==> src/rtl/flash_scan_pkg.sv <==
package flash_scan_pkg;
  localparam logic [7:0] OP_READ_ID = 8'h9F;
  localparam logic [7:0] FILL_BYTE  = 8'hFF;
  localparam logic [7:0] NO_CHIP    = 8'hFF;
  localparam logic [7:0] CAP_MIN    = 8'h11;
  localparam logic [7:0] CAP_MAX    = 8'h1F;
  localparam logic [7:0] CAP_BASE   = 8'h10;

  localparam int unsigned REPLY_LEN   = 4;
  localparam int unsigned MANUF_IDX   = 0;
  localparam int unsigned CAP_IDX     = 2;
  localparam int unsigned BLOCK_SHIFT = 16;
  localparam int unsigned UNIT_BYTES  = 256;

  typedef enum logic [2:0] {
    ST_FIND,
    ST_CMD,
    ST_RX,
    ST_COMMIT,
    ST_DONE
  } scan_state_e;
endpackage

==> src/rtl/flash_scan_seq.sv <==
module flash_scan_seq
  import flash_scan_pkg::*;
#(
  parameter int unsigned NUM_CS = 4,
  parameter logic [NUM_CS-1:0] CS_ENABLE = '1,
  localparam int unsigned LINE_W = $clog2(NUM_CS + 1)
) (
  input  logic              clk_i,
  input  logic              rst_ni,
  output logic              spi_req_o,
  output logic [NUM_CS-1:0] spi_cs_o,
  output logic [7:0]        spi_tx_o,
  output logic              spi_end_o,
  input  logic              spi_ack_i,
  input  logic [7:0]        spi_rx_i,
  output logic [7:0]        manuf_o,
  output logic [7:0]        cap_o,
  output logic [NUM_CS-1:0] line_mask_o,
  output logic              commit_o,
  output logic              done_o
);
  localparam logic [NUM_CS:0] EN_EXT = {1'b0, CS_ENABLE};
  localparam logic [1:0] LAST_BYTE = 2'(REPLY_LEN - 1);

  scan_state_e state_q;
  logic [LINE_W-1:0] line_q;
  logic [1:0] byte_q;
  logic [7:0] manuf_q, cap_q;
  logic [NUM_CS-1:0] line_hot;

  always_comb begin
    for (int i = 0; i < NUM_CS; i++) line_hot[i] = (line_q == LINE_W'(i));
  end

  assign spi_req_o   = (state_q == ST_CMD) || (state_q == ST_RX);
  assign spi_cs_o    = line_hot;
  assign spi_tx_o    = (state_q == ST_CMD) ? OP_READ_ID : FILL_BYTE;
  assign spi_end_o   = (state_q == ST_RX) && (byte_q == LAST_BYTE);
  assign manuf_o     = manuf_q;
  assign cap_o       = cap_q;
  assign line_mask_o = line_hot;
  assign commit_o    = (state_q == ST_COMMIT);
  assign done_o      = (state_q == ST_DONE);

  always_ff @(posedge clk_i or negedge rst_ni) begin
    if (!rst_ni) begin
      state_q <= ST_FIND;
      line_q  <= '0;
      byte_q  <= '0;
      manuf_q <= '0;
      cap_q   <= '0;
    end else begin
      unique case (state_q)
        ST_FIND: begin
          if (line_q == LINE_W'(NUM_CS)) state_q <= ST_DONE;
          else if (EN_EXT[line_q]) state_q <= ST_CMD;
          else line_q <= line_q + 1'b1;
        end
        ST_CMD: begin
          if (spi_ack_i) begin
            state_q <= ST_RX;
            byte_q  <= '0;
          end
        end
        ST_RX: begin
          if (spi_ack_i) begin
            if (byte_q == 2'(MANUF_IDX)) manuf_q <= spi_rx_i;
            if (byte_q == 2'(CAP_IDX)) cap_q <= spi_rx_i;
            if (byte_q == LAST_BYTE) state_q <= ST_COMMIT;
            else byte_q <= byte_q + 1'b1;
          end
        end
        ST_COMMIT: begin
          line_q  <= line_q + 1'b1;
          state_q <= ST_FIND;
        end
        default: state_q <= ST_DONE;
      endcase
    end
  end
endmodule

==> src/rtl/flash_id_decode.sv <==
module flash_id_decode
  import flash_scan_pkg::*;
#(
  parameter int unsigned SECT_W = 16
) (
  input  logic [7:0]        manuf_i,
  input  logic [7:0]        cap_i,
  output logic              present_o,
  output logic [SECT_W-1:0] sectors_o
);
  logic [7:0] shamt;

  assign shamt     = cap_i - CAP_BASE;
  assign present_o = (manuf_i != NO_CHIP) && (cap_i >= CAP_MIN) && (cap_i <= CAP_MAX);
  assign sectors_o = present_o ? (SECT_W'(1) << shamt[3:0]) : '0;
endmodule

==> src/rtl/flash_chip_table.sv <==
module flash_chip_table #(
  parameter int unsigned NUM_CS = 4,
  parameter int unsigned SECT_W = 16,
  localparam int unsigned CNT_W = $clog2(NUM_CS + 1),
  localparam int unsigned TOT_W = SECT_W + $clog2(NUM_CS)
) (
  input  logic                       clk_i,
  input  logic                       rst_ni,
  input  logic                       commit_i,
  input  logic                       present_i,
  input  logic [NUM_CS-1:0]          mask_i,
  input  logic [SECT_W-1:0]          sectors_i,
  output logic [NUM_CS*NUM_CS-1:0]   tbl_mask_o,
  output logic [NUM_CS*SECT_W-1:0]   tbl_sect_o,
  output logic [CNT_W-1:0]           count_o,
  output logic [TOT_W-1:0]           total_sect_o
);
  logic wr;
  logic [CNT_W-1:0] count_q;
  logic [TOT_W-1:0] total_q;

  assign wr = commit_i && present_i;

  for (genvar g = 0; g < NUM_CS; g++) begin : g_entry
    logic [NUM_CS-1:0] mask_q;
    logic [SECT_W-1:0] sect_q;
    always_ff @(posedge clk_i or negedge rst_ni) begin
      if (!rst_ni) begin
        mask_q <= '0;
        sect_q <= '0;
      end else if (wr && count_q == CNT_W'(g)) begin
        mask_q <= mask_i;
        sect_q <= sectors_i;
      end
    end
    assign tbl_mask_o[g*NUM_CS +: NUM_CS] = mask_q;
    assign tbl_sect_o[g*SECT_W +: SECT_W] = sect_q;
  end

  always_ff @(posedge clk_i or negedge rst_ni) begin
    if (!rst_ni) begin
      count_q <= '0;
      total_q <= '0;
    end else if (wr) begin
      count_q <= count_q + 1'b1;
      total_q <= total_q + TOT_W'(sectors_i);
    end
  end

  assign count_o      = count_q;
  assign total_sect_o = total_q;
endmodule

==> src/rtl/flash_chip_scan.sv <==
module flash_chip_scan
  import flash_scan_pkg::*;
#(
  parameter int unsigned NUM_CS = 4,
  parameter logic [NUM_CS-1:0] CS_ENABLE = 4'b1101,
  parameter int unsigned SECT_W = 16,
  localparam int unsigned CNT_W = $clog2(NUM_CS + 1),
  localparam int unsigned TOT_W = SECT_W + $clog2(NUM_CS),
  localparam int unsigned BYTES_W = TOT_W + BLOCK_SHIFT
) (
  input  logic                     clk_i,
  input  logic                     rst_ni,
  output logic                     spi_req_o,
  output logic [NUM_CS-1:0]        spi_cs_o,
  output logic [7:0]               spi_tx_o,
  output logic                     spi_end_o,
  input  logic                     spi_ack_i,
  input  logic [7:0]               spi_rx_i,
  output logic [NUM_CS*NUM_CS-1:0] tbl_mask_o,
  output logic [NUM_CS*SECT_W-1:0] tbl_sect_o,
  output logic [CNT_W-1:0]         chip_count_o,
  output logic [BYTES_W-1:0]       total_bytes_o,
  output logic [BYTES_W-1:0]       config_base_o,
  output logic [BLOCK_SHIFT:0]     block_bytes_o,
  output logic [8:0]               unit_bytes_o,
  output logic                     scan_done_o,
  output logic                     no_dev_o
);
  logic [7:0] manuf, cap;
  logic [NUM_CS-1:0] line_mask;
  logic commit, done, present;
  logic [SECT_W-1:0] sectors;
  logic [TOT_W-1:0] total_sect;

  flash_scan_seq #(.NUM_CS(NUM_CS), .CS_ENABLE(CS_ENABLE)) u_seq (
    .clk_i, .rst_ni,
    .spi_req_o, .spi_cs_o, .spi_tx_o, .spi_end_o, .spi_ack_i, .spi_rx_i,
    .manuf_o(manuf), .cap_o(cap), .line_mask_o(line_mask),
    .commit_o(commit), .done_o(done)
  );

  flash_id_decode #(.SECT_W(SECT_W)) u_dec (
    .manuf_i(manuf), .cap_i(cap), .present_o(present), .sectors_o(sectors)
  );

  flash_chip_table #(.NUM_CS(NUM_CS), .SECT_W(SECT_W)) u_tbl (
    .clk_i, .rst_ni,
    .commit_i(commit), .present_i(present), .mask_i(line_mask), .sectors_i(sectors),
    .tbl_mask_o, .tbl_sect_o, .count_o(chip_count_o), .total_sect_o(total_sect)
  );

  assign total_bytes_o = {total_sect, {BLOCK_SHIFT{1'b0}}};
  // configuration region lives in the final erase block
  assign config_base_o = (total_sect != '0) ? {total_sect - 1'b1, {BLOCK_SHIFT{1'b0}}} : '0;
  assign block_bytes_o = (BLOCK_SHIFT+1)'(1) << BLOCK_SHIFT;
  assign unit_bytes_o  = 9'(UNIT_BYTES);
  assign scan_done_o   = done;
  assign no_dev_o      = done && (chip_count_o == '0);
endmodule

==> config.mk <==
export PLATFORM = sky130hd
export DESIGN_NAME = flash_chip_scan
export DESIGN_NICKNAME = d
export VERILOG_FILES = /design/src/rtl/flash_scan_pkg.sv /design/src/rtl/flash_scan_seq.sv /design/src/rtl/flash_id_decode.sv /design/src/rtl/flash_chip_table.sv /design/src/rtl/flash_chip_scan.sv
export SDC_FILE = /design/constraint.sdc
export NUM_CORES = 1
export LEC_CHECK = 0
export BUFFER_PORTS_ARGS = -buffer_cell sky130_fd_sc_hd__buf_2
export CORE_UTILIZATION = 56
export DETAILED_ROUTE_END_ITERATION = 10
export HOLD_SLACK_MARGIN = 0.15
export PLACE_DENSITY = 0.92
export SYNTH_ARGS = -nofsm -noshare
export SYNTH_HDL_FRONTEND = slang
export SYNTH_SLANG_ARGS = --single-unit
==> constraint.sdc <==
create_clock -name clk_i -period 5.2 [get_ports clk_i]
set_input_delay 1.04 -clock clk_i [delete_from_list [all_inputs] [get_ports clk_i]]
set_output_delay 1.04 -clock clk_i [all_outputs]
set_load 0.005 [all_outputs]
==> out/summary.txt, run 1 <==
Status: finished, violations left
Failing checks: DRC
# IOs: 204
Layout area overhead: 17.26%
Placer congestion estimate: 0.8873
Final Max Slew Viols: 0
Int Power: 0.001978 W
EDFF count, synth: 0
Clock Path Buffers: 2
Synth Cell Area: 6743 µm²
Die Span Y: 111.7 µm
Unrepaired setup endpoints after global routing: no
CP max FO: 6
Slew of the pin with the lowest slew margin: 0.9399 ns
Ant diodes: 0
Vias in the first global route: 4948
Initial antenna violation count: 0
Gr busiest metal: met2
Comb power frac: 15.8%
GRT met1 Usage: 33.76%
Max-Cap Viols: 0
Total net switching power: 0.0007456 W
Post-CTS Hold Fix Bufs: 0
Final Hold Fails: 0
Headroom to the max-slew limit: 37.19%
1st-pass router iterations: 9
Remaining DRCs: 20
Met2 GRT Util: 43.06%
# port buffers: 139
DRT Wirelength: 16.07 mm
Net Sw Frac: 27.38%
Setup Viol. Count Final: 0
Final HPWL DP: 11.21 mm
Worst Hold Class: register to register
Flop pwr share: 41.7%
Leak: 4.210 nW
Place WS: 1.426 ns
Global-route track usage on met3: 6.587%
Worst setup EP type: register
Maximum vdd drop: 318.3 µV
Setup TNS: 0 ns
Clock transition at path regs: 0.06 ns
Netlist cell types: 54
Horiz. Die Dim: 111.7 µm
Avg Inst Size Synth: 10.93 µm²
H-Tree Depth: 4
Starting Density: 58.30%
Clk pwr share: 42.6%
Layout Nets: 803
Post-route ant nets: 0
Final hold slack: 0.4829 ns
# rows: 39
Clk_skew: 0.006816 ns
Req. time, crit path: 5.48 ns
Fillers: 824
Ys async rst share: 100.0%
CTS Sinks: 125
Routed WL per cell: 17.52 µm
TritonCTS clock tree: built
Pwr Density: 344.4 nW/µm²
Gr usage total: 26.78%
Critical path class: register to register
Setup bufs post-CTS: 0
Max Freq: 252.3 MHz
Area of the multi-input gates: 3202 µm²
Final worst path period share: 76.21%
CTS Buf Count: 17
Final worst slack: 1.237 ns
Dominant synthesized flop cell: dfrtp_1
Total core area: 11560 µm²
Gate Count Post-Synth: 617
Sequential cell area fraction in the yosys report: 46.39%
Resized cells post-CTS: 0
Detailed Route Iter0 Violations: 371
Layout cell share with drive strength beyond 1: 35.27%
Root Driver: clkbuf_16
Clk_lat worst skew: 0.41 ns
Grt ovf: 0
Startpoint Class: register
Min cycle time layout: 3.963 ns
Arr. time, crit path: 4.25 ns
Die area: 12480 µm²
Register area: 3128 µm²
Pin count of the biggest net entering global routing: 53
Via count: 5073
Via density: 5.532
Global-route wire length before repair: 25.64 mm
Yosys warnings: 0
Yosys reg bits: 125
==> layout by cell type (no fill, tap or decap), drive strengths merged, types with 6 or more instances in the layout <==
cell    netlist  final
nand2b        8      8
a21o          8      8
conb          2     65
mux2         85     85
a31oi         6      6
dfrtp       125    125
buf          71    145
nor4          7      7
or3           6      6
nand2        48     48
o21ai        35     35
a21oi        15     15
xor2         11     11
clkbuf       12     21
ha           30     30
nor3         12     12
xnor2        18     18
nor2         40     40
and2          8      8
clkinv        0      6
inv          18     18
==> stage by stage <==
stage | power [W] | cell area [µm²] | utilization, % | std cells
6_report | 0.002723 | 7906 | 68.37 | 917
5_1_grt | 0.002847 | 7906 | 68.37 | 917
4_1_cts | 0.002725 | 7906 | 68.37 | 917
3_5_place_dp | 0.001562 | 7320 | 63.29 | 885
3_3_place_gp | 0.001536 | 7320 | 63.29 | 885
2_1_floorplan | 0.001451 | 6979 | - | 680
==> state kept, by name, indices dropped and copies added, names as in the netlist <==
| name | count |
|---|---|
| u_tbl.count_o | 3 |
| u_seq.byte_q | 2 |
| u_tbl.g_entry.sect_q | 64 |
| u_seq.cap_o | 8 |
| u_tbl.g_entry.mask_q | 16 |
| u_seq.line_q | 3 |
| u_tbl.total_sect_o | 18 |
| u_seq.manuf_o | 8 |
| u_seq.state_q | 3 |
==> synthesized netlist by cell type, drive strengths merged, types with 3 or more instances <==
cell type  instances  area, µm²
inv               18      67.56
a21o               8      60.06
nor3              12      65.06
a31o               3      26.28
o2111ai            3      26.28
nor2              40      157.6
nand4              3      18.77
o211ai             4      30.03
or4                5      37.54
dfrtp            125       3128
nand3              5      25.02
xor2              11      96.34
nor4               7      43.79
a22o               3      26.28
ha                30      375.4
clkbuf            12      45.04
buf               71      543.0
and2               8      50.05
nand2b             8      50.05
o21ai             35      178.9
nand2             48      185.2
mux2              85      957.2
xnor2             18      157.7
or3                6      37.54
a21oi             15      75.07
nor2b              4      25.02
a31oi              6      37.54
==> kinds of logic (layout without fill, tap and decap cells) <==
| group | count (synthesis) | after routing | synth area share (%) |
|---|---|---|---|
| xor gates and xnor gates | 29 | 29 | 3.767 |
| other | 2 | 65 | 0.1114 |
| AOI/OAI and AO/OA | 87 | 87 | 8.072 |
| muxes | 86 | 86 | 14.34 |
| adders and majority gates | 31 | 31 | 5.864 |
| buffers and inverters | 101 | 195 | 9.723 |
| DFF | 125 | 125 | 46.39 |
| and+or+nand+nor | 156 | 156 | 11.73 |
==> routing by layer <==
metal  vias to the layer above  share of wire (%)
li1                       2319                  -
met1                      2447                 42
met2                       260                 48
met3                        47                6.8
met4                         0                3.2
met5                         -                  0
==> worst paths after layout <==
check | from | end | slack, ns | cells past startpoint
max | u_seq.cap_o[6] | u_tbl.total_sect_o[14] | 1.24 | 10
max reg2reg | u_seq.cap_o[6] | u_tbl.total_sect_o[14] | 1.24 | 10
max in group asynchronous | rst_ni | u_tbl.g_entry[2].sect_q[13] | 3.55 | 2
min reg2reg | u_tbl.g_entry[2].sect_q[0] | u_tbl.g_entry[2].sect_q[0] | 0.48 | 1
min | u_tbl.g_entry[2].sect_q[0] | u_tbl.g_entry[2].sect_q[0] | 0.48 | 1
min in group asynchronous | rst_ni | u_seq.state_q[0] | 0.62 | 1
==> area by class of cell <==
cell class	count	share of cell area, %
Multi-Input combinational cell	454	40.50
Tap cell	143	2.263
Clock inverter	11	1.472
Timing Repair Buffer	145	9.400
Clock buffer	21	5.950
Inverter	18	0.8546
Sequential cell	125	39.56
==> critical path, cell delays in order, from the launching register on <==
cell       delay [ns]
dfrtp_1          0.41
nor4b_4          0.31
o21ai_2          0.14
or3b_2           0.54
nor3_1           0.55
ha_1             0.44
o2111ai_1        0.13
a31oi_1          0.06
a2111oi_1        0.76
nor4_1           0.09
or3_1            0.39
==> power by group through the flow <==
stage	sequential, W	clock, W	combinational (W)
floorplan	0.00112	0	0.000330
global placement	0.00114	0	0.000396
detailed placement	0.00115	0	0.000414
CTS	0.00113	0.00117	0.000426
global route	0.00114	0.00122	0.000481
finish	0.00113	0.00116	0.000429
(Power assumes the default switching activity.)
==> inputs of run 2 (changes only) <==
- CORE_UTILIZATION: 56 -> 47
- PLACE_DENSITY: 0.92 -> 0.83
- clock period: 5.2 -> 3.39 ns (I/O delays scaled with it)
==> run 2 against run 1 <==
The run now ends clean. Critical path depth up 1. Worst hold slack worse by 0.24 ns. Largest power group unchanged. Combinational power up 64%. Sequential power up 53%. Non-clock buffer count up 29. Design area up 5.0%. Largest cell class unchanged. Die area up 19%.
==> out/summary.txt, run 2 (same netlist as run 1, synthesis figures left out) <==
Area of the multi-input gates: 3274 µm² (+2.3%)
Setup Viol. Count Final: 0 (unchanged)
Total core area: 13930 µm² (+20%)
Largest register FFs: 64 (unchanged)
Die Span Y: 121.8 µm (+9.0%)
Layout area overhead: 23.16%
Die area: 14830 µm² (+19%)
Net Sw Frac: 26.31% (-1.1 points)
TritonCTS clock tree: built
Final hold slack: 0.2453 ns (-0.2376 ns)
Post-route ant nets: 0 (unchanged)
Pin count of the biggest net entering global routing: 85 (+60%)
Placer congestion estimate: 0.8987 (+1.3%)
Final Max Slew Viols: 0 (unchanged)
Worst setup EP type: register
Clk_lat worst skew: 0.41 ns (about the same)
Leak: 4.418 nW (+4.9%)
Req. time, crit path: 3.68 ns (-1.80 ns)
CTS Buf Count: 17 (unchanged)
Int Power: 0.003220 W (+63%)
Clk_skew: 0.006692 ns (-0.0001239 ns)
Global-route wire length before repair: 24.17 mm (-5.7%)
Total net switching power: 0.001150 W (+54%)
H-Tree Depth: 4 (unchanged)
Clock transition at path regs: 0.05 ns (about the same)
Final HPWL DP: 11.66 mm (+4.0%)
Worst Hold Class: input port to asynchronous set/reset pin
Vias in the first global route: 4524 (-8.6%)
Layout Nets: 832 (+3.6%)
Critical path class: register to register
Via density: 5.115 (-7.5%)
Arr. time, crit path: 3.53 ns (-0.72 ns)
Starting Density: 48.39% (-9.9 points)
Comb power frac: 16.1% (+0.3 points)
Largest register by flop count: u_tbl.g_entry.sect_q
1st-pass router iterations: 5 (-4)
Max Freq: 308.6 MHz (+22%)
Flop pwr share: 39.6% (-2.1 points)
Maximum vdd drop: 373.2 µV (+17%)
Via count: 5028 (-0.89%)
Root Driver: clkbuf_16
Non-Filler Instances: 983 (+7.2%)
Slew of the pin with the lowest slew margin: 0.6266 ns (-0.3133 ns)
Pwr Density: 526.3 nW/µm² (+53%)
# IOs: 204 (unchanged)
Most common cell after layout, fill and taps aside: buf_2
Power Total: 0.004370 W (+60%)
Initial antenna violation count: 0 (unchanged)
Clock Path Buffers: 2 (unchanged)
Gr usage total: 21.64% (-5.1 points)
Routed WL per cell: 16.10 µm (-8.1%)
# port buffers: 139 (unchanged)
Min cycle time layout: 3.240 ns (-0.7224 ns)
Grt ovf: 0 (unchanged)
Status: complete, no violations
CTS Sinks: 125 (unchanged)
DRT Wirelength: 15.82 mm (-1.5%)
DP Cell Count: 949 (+7.2%)
Final worst path period share: 95.59% (+19 points)
CP max FO: 5 (-1)
Detailed Route Iter0 Violations: 264 (-29%)
Clk pwr share: 44.3% (+1.7 points)
Max-Cap Viols: 0 (unchanged)
Ant diodes: 0 (unchanged)
Final Hold Fails: 0 (unchanged)
Register area: 3128 µm² (unchanged)
Remaining DRCs: 0 (-100%)
Commonest non-fill, non-tap cells in the layout: buf_2 (138), dfrtp_1 (125), mux2_2 (82), conb_1 (65), nand2_1 (46)
Fillers: 1156 (+40%)
# rows: 43 (+10%)
Headroom to the max-slew limit: 58.08% (+21 points)
Layout cell share with drive strength beyond 1: 38.61% (+3.3 points)
Startpoint Class: register
Horiz. Die Dim: 121.8 µm (+9.0%)
-- run 2: changes by cell type in the layout (fill, tap and decap cells not counted), moves of 2 or more --
cell | before | now
bufinv_16 | 2 | 4
clkinv_2 | 5 | 2
a21oi_1 | 15 | 13
buf_4 | 7 | 35
a21oi_2 | 0 | 2
nor3_1 | 11 | 9
nor3_2 | 1 | 3
-- run 2: per-stage QoR --
stage | setup TNS, ns | setup slack (ns) | utilization (%) | instance area (µm²)
after global routing | -0.02017 | -0.01397 | 59.59 | 8304
after floorplan | 0 | 0.1422 | - | 6984
after global placement | 0 | 0.06644 | 54.44 | 7586
after CTS | 0 | 0.03364 | 59.14 | 8240
after detailed placement | -0.05259 | -0.05259 | 54.44 | 7586
final | 0 | 0.1495 | 59.59 | 8304
-- run 2: power groups by stage --
stage	logic [W]	clock network (W)	registers [W]
global route	0.000790	0.00203	0.00175
floorplan	0.000510	0	0.00172
finish	0.000705	0.00194	0.00173
CTS	0.000681	0.00196	0.00172
detailed placement	0.000659	0	0.00175
global placement	0.000639	0	0.00174
-- run 2: final cells by class --
class	count	area share (%)
inverter	18	0.8136
clock buffer	22	5.710
multi-input combinational	454	39.43
sequential	125	37.67
clock inverter	10	1.944
timing repair buffer	174	11.72
tap	180	2.712
-- run 2: worst paths after layout --
| kind | endpoint | depth (start not counted) | start | slack [ns] |
|---|---|---|---|---|
| max | u_tbl.total_sect_o[14] | 11 | u_seq.cap_o[5] | 0.15 |
| min | u_tbl.g_entry[3].sect_q[0] | 1 | rst_ni | 0.25 |
| max reg2reg | u_tbl.total_sect_o[14] | 11 | u_seq.cap_o[5] | 0.15 |
| min reg2reg | u_tbl.g_entry[3].sect_q[1] | 2 | u_tbl.g_entry[3].sect_q[1] | 0.47 |
| max in group asynchronous | u_seq.byte_q[1] | 2 | rst_ni | 2.32 |
| min in group clk_i | u_tbl.g_entry[3].sect_q[1] | 2 | u_tbl.g_entry[3].sect_q[1] | 0.47 |
-- run 2: layer usage --
metal  vias up  track usage (%)  part of all wire, %
met5         -                0                    0
met4         0            8.410                  1.9
met3        23            5.056                  5.8
met2       170            34.36                   49
met1      2457            28.61                   44
li1       2378                -                    -
-- run 2: what timing repair did --
item | CTS | global route
hold buffers | 0 | 0
hold endpoints to repair | 0 | 0
pin swaps | 0 | 2
endpoints found under the setup margin | 1 | 8
setup buffers | 0 | 2
gates resized for setup | 2 | 10
gates cloned | 0 | 0
-- run 2: critical path, cell delays in order, from the launching register on --
cell       delay (ns)
dfrtp_1          0.40
nor4b_4          0.32
o21ai_2          0.13
or3_1            0.36
or2_4            0.29
fa_1             0.43
nand2b_1         0.18
a21o_1           0.21
a31oi_4          0.18
a2111oi_4        0.07
and4_1           0.21
or3_1            0.33
==> inputs of run 3 (changes only) <==
- CORE_MARGIN: default -> 2
- CTS_BUF_LIST: default -> sky130_fd_sc_hd__clkbuf_4 sky130_fd_sc_hd__clkbuf_8 sky130_fd_sc_hd__clkbuf_16
==> run 3 against run 2 <==
Worst hold slack gained 0.095 ns. Total power shrank 2.5%. Non-clock buffer count shrank 3. Combinational power shrank 2%. Critical path type unchanged. Flip-flop and latch count is the same.
==> out/summary.txt, run 3 (same netlist as run 1, synthesis figures left out) <==
Layout area overhead: 21.84%
Placed instance area: 7579 µm² (about the same)
Final HPWL DP: 11.78 mm (+1.1%)
Commonest non-fill, non-tap cells in the layout: buf_2 (138), dfrtp_1 (125), mux2_2 (82), conb_1 (65), nand2_1 (46)
Root Driver: clkbuf_16
Die area: 15320 µm² (+3.3%)
Setup TNS: 0 ns (unchanged)
Power Total: 0.004263 W (-2.5%)
Largest register by flop count: u_tbl.g_entry.sect_q
Global-route wire length before repair: 24.67 mm (+2.1%)
Slew of the pin with the lowest slew margin: 0.6749 ns (+0.04826 ns)
Unrepaired setup endpoints after global routing: yes
Ant diodes: 0 (unchanged)
Remaining DRCs: 0 (unchanged)
Initial antenna violation count: 1 (+1)
Most common cell after layout, fill and taps aside: buf_2
DRT Wirelength: 16.00 mm (+1.1%)
Max Freq: 296.4 MHz (-3.9%)
Horiz. Die Dim: 123.8 µm (+1.6%)
CTS Sinks: 125 (unchanged)
Worst r2r src: u_seq.cap_o[6]
Arr. time, crit path: 3.67 ns (+0.14 ns)
Reg2reg setup slack: 0.02 ns (-0.13 ns)
# port buffers: 139 (unchanged)
# rows: 43 (unchanged)
Final Hold Fails: 0 (unchanged)
Status: complete, no violations
Net Sw Frac: 27.48% (+1.2 points)
Leak: 4.383 nW (-0.81%)
Req. time, crit path: 3.68 ns (about the same)
Worst setup EP type: register
Final instance area: 8215 µm² (-1.1%)
Clk_lat worst skew: 0.42 ns (about the same)
WP buf/inv: 0 (unchanged)
Fillers: 1208 (+4.5%)
Starting Density: 48.39% (unchanged)
H-Tree Depth: 4 (unchanged)
Min cycle time layout: 3.373 ns (+0.1328 ns)
Worst path cell trace: nor4b_4, o21ai_2, or3_1, or2_2, fa_1, nand2b_1, a21o_1, a31oi_2, a2111oi_4, and4_1, or3_1
Post-CTS Hold Fix Bufs: 0 (unchanged)
Setup Viol. Count Final: 0 (unchanged)
Placer congestion estimate: 0.9203 (+2.4%)
Largest delay share family, worst path: simple AND/OR/NAND/NOR gates
# IOs: 204 (unchanged)
Detailed Route Iter0 Violations: 312 (+18%)
Total core area: 13930 µm² (unchanged)
Grt ovf: 0 (unchanged)
1st-pass router iterations: 5 (unchanged)
Largest register FFs: 64 (unchanged)
Reg2reg path depth: 11 (unchanged)
Pwr Density: 518.9 nW/µm² (-1.4%)
Critical path class: register to register
Routed WL per cell: 16.32 µm (+1.4%)
Layout cell share with drive strength beyond 1: 38.00% (-0.61 points)
Int Power: 0.003092 W (-4.0%)
CP max stage cell: fa_1
Via density: 5.171 (+1.1%)
Flop pwr share: 40.5% (+0.9 points)
CP max FO: 5 (unchanged)
Pin count of the biggest net entering global routing: 126 (+48%)
Maximum vdd drop: 339.5 µV (-9.0%)
Via count: 5068 (+0.80%)
CP dominant cell by count: or3_1
Clock Path Buffers: 2 (unchanged)
Die Span Y: 123.8 µm (+1.6%)
Startpoint Class: register
Vias in the first global route: 4731 (+4.6%)
CTS Buf Count: 17 (unchanged)
Gr usage total: 21.40% (-0.24 points)
Layout Nets: 829 (-0.36%)
Post-route ant nets: 0 (unchanged)
TritonCTS clock tree: built
FF-to-FF End: u_tbl.total_sect_o[14]
Post-layout util: 58.96% (-0.64 points)
Comb power frac: 16.1% (about the same)
Total net switching power: 0.001171 W (+1.9%)
Clk_skew: 0.009558 ns (+0.002866 ns)
Clock transition at path regs: 0.06 ns (about the same)
Worst Hold Class: input port to asynchronous set/reset pin
Clk pwr share: 43.4% (-0.9 points)
Final worst path period share: 99.51% (+3.9 points)
Headroom to the max-slew limit: 54.85% (-3.2 points)
Final Max Slew Viols: 0 (unchanged)
Largest stage delay, worst path: 0.45 ns (+0.02 ns)
Max-Cap Viols: 0 (unchanged)
run 3: changes by cell type in the layout (fill, tap and decap cells not counted), sizes merged:
cell,before,now
clkinvlp,3,2
buf,174,171
inv,18,20
bufinv,4,3
clkbuf,22,18
clkinv,3,7
run 3: layout make-up:
class | instances | area (µm²) | area share, %
inverter | 18 | 67.56 | 0.8224
clock buffer | 18 | 432.9 | 5.270
clock inverter | 14 | 168.9 | 2.056
tap | 180 | 225.2 | 2.741
multi-input combinational | 454 | 3242 | 39.46
sequential | 125 | 3128 | 38.07
timing repair buffer | 171 | 950.9 | 11.57
run 3: worst max-delay path by stage:
stage / to / from / cells after the start / slack (ns)
after floorplan: u_tbl.total_sect_o[14] / u_seq.cap_o[6] / 11 / 0.14
after global placement: u_tbl.total_sect_o[14] / u_seq.cap_o[6] / 11 / 0.09
after detailed placement: u_tbl.total_sect_o[14] / u_seq.cap_o[6] / 11 / 0.02
after CTS: u_tbl.total_sect_o[14] / u_seq.cap_o[6] / 11 / 0.03
after global routing: u_tbl.total_sect_o[14] / u_seq.cap_o[6] / 11 / -0.09
final: u_tbl.total_sect_o[14] / u_seq.cap_o[6] / 11 / 0.02
run 3: timing repair:
action,4_1_cts,5_1_grt
hold endpoints to repair,0,0
pin swaps,0,1
resized for setup,2,3
endpoints found under the setup margin,1,8
buffers inserted,0,0
run 3: worst reg2reg max path: stages, from the launching register on:
cell and delay (ns):
dfrtp_1 0.40, nor4b_4 0.33, o21ai_2 0.14, or3_1 0.36
or2_2 0.36, fa_1 0.45, nand2b_1 0.19, a21o_1 0.20
a31oi_2 0.20, a2111oi_4 0.07, and4_1 0.21, or3_1 0.33
run 3: power by group through the flow:
stage	Clock (W)	Sequential, W	Combinational (W)
after floorplan	0	0.00172	0.000510
after global placement	0	0.00174	0.000646
after detailed placement	0	0.00175	0.000672
after CTS	0.00188	0.00172	0.000686
after global routing	0.00194	0.00174	0.000778
final	0.00185	0.00173	0.000688
run 3: metal layers:
metal,GRT usage (%),vias to the layer above,share of wire [%]
met3,5.266,22,5.9
met4,8.168,0,1.8
met5,0,-,0
met2,33.41,177,47
met1,28.89,2490,45
li1,-,2379,-
run 3: through the flow:
stage                     hold slack (ns)  std cells  worst slack, ns
after floorplan                    0.3824        680           0.1422
after global placement             0.4587        948          0.09480
after detailed placement           0.4654        948          0.01702
after CTS                          0.3881        980          0.03495
after global routing               0.3978        980         -0.09449
final                              0.3401        980          0.01670
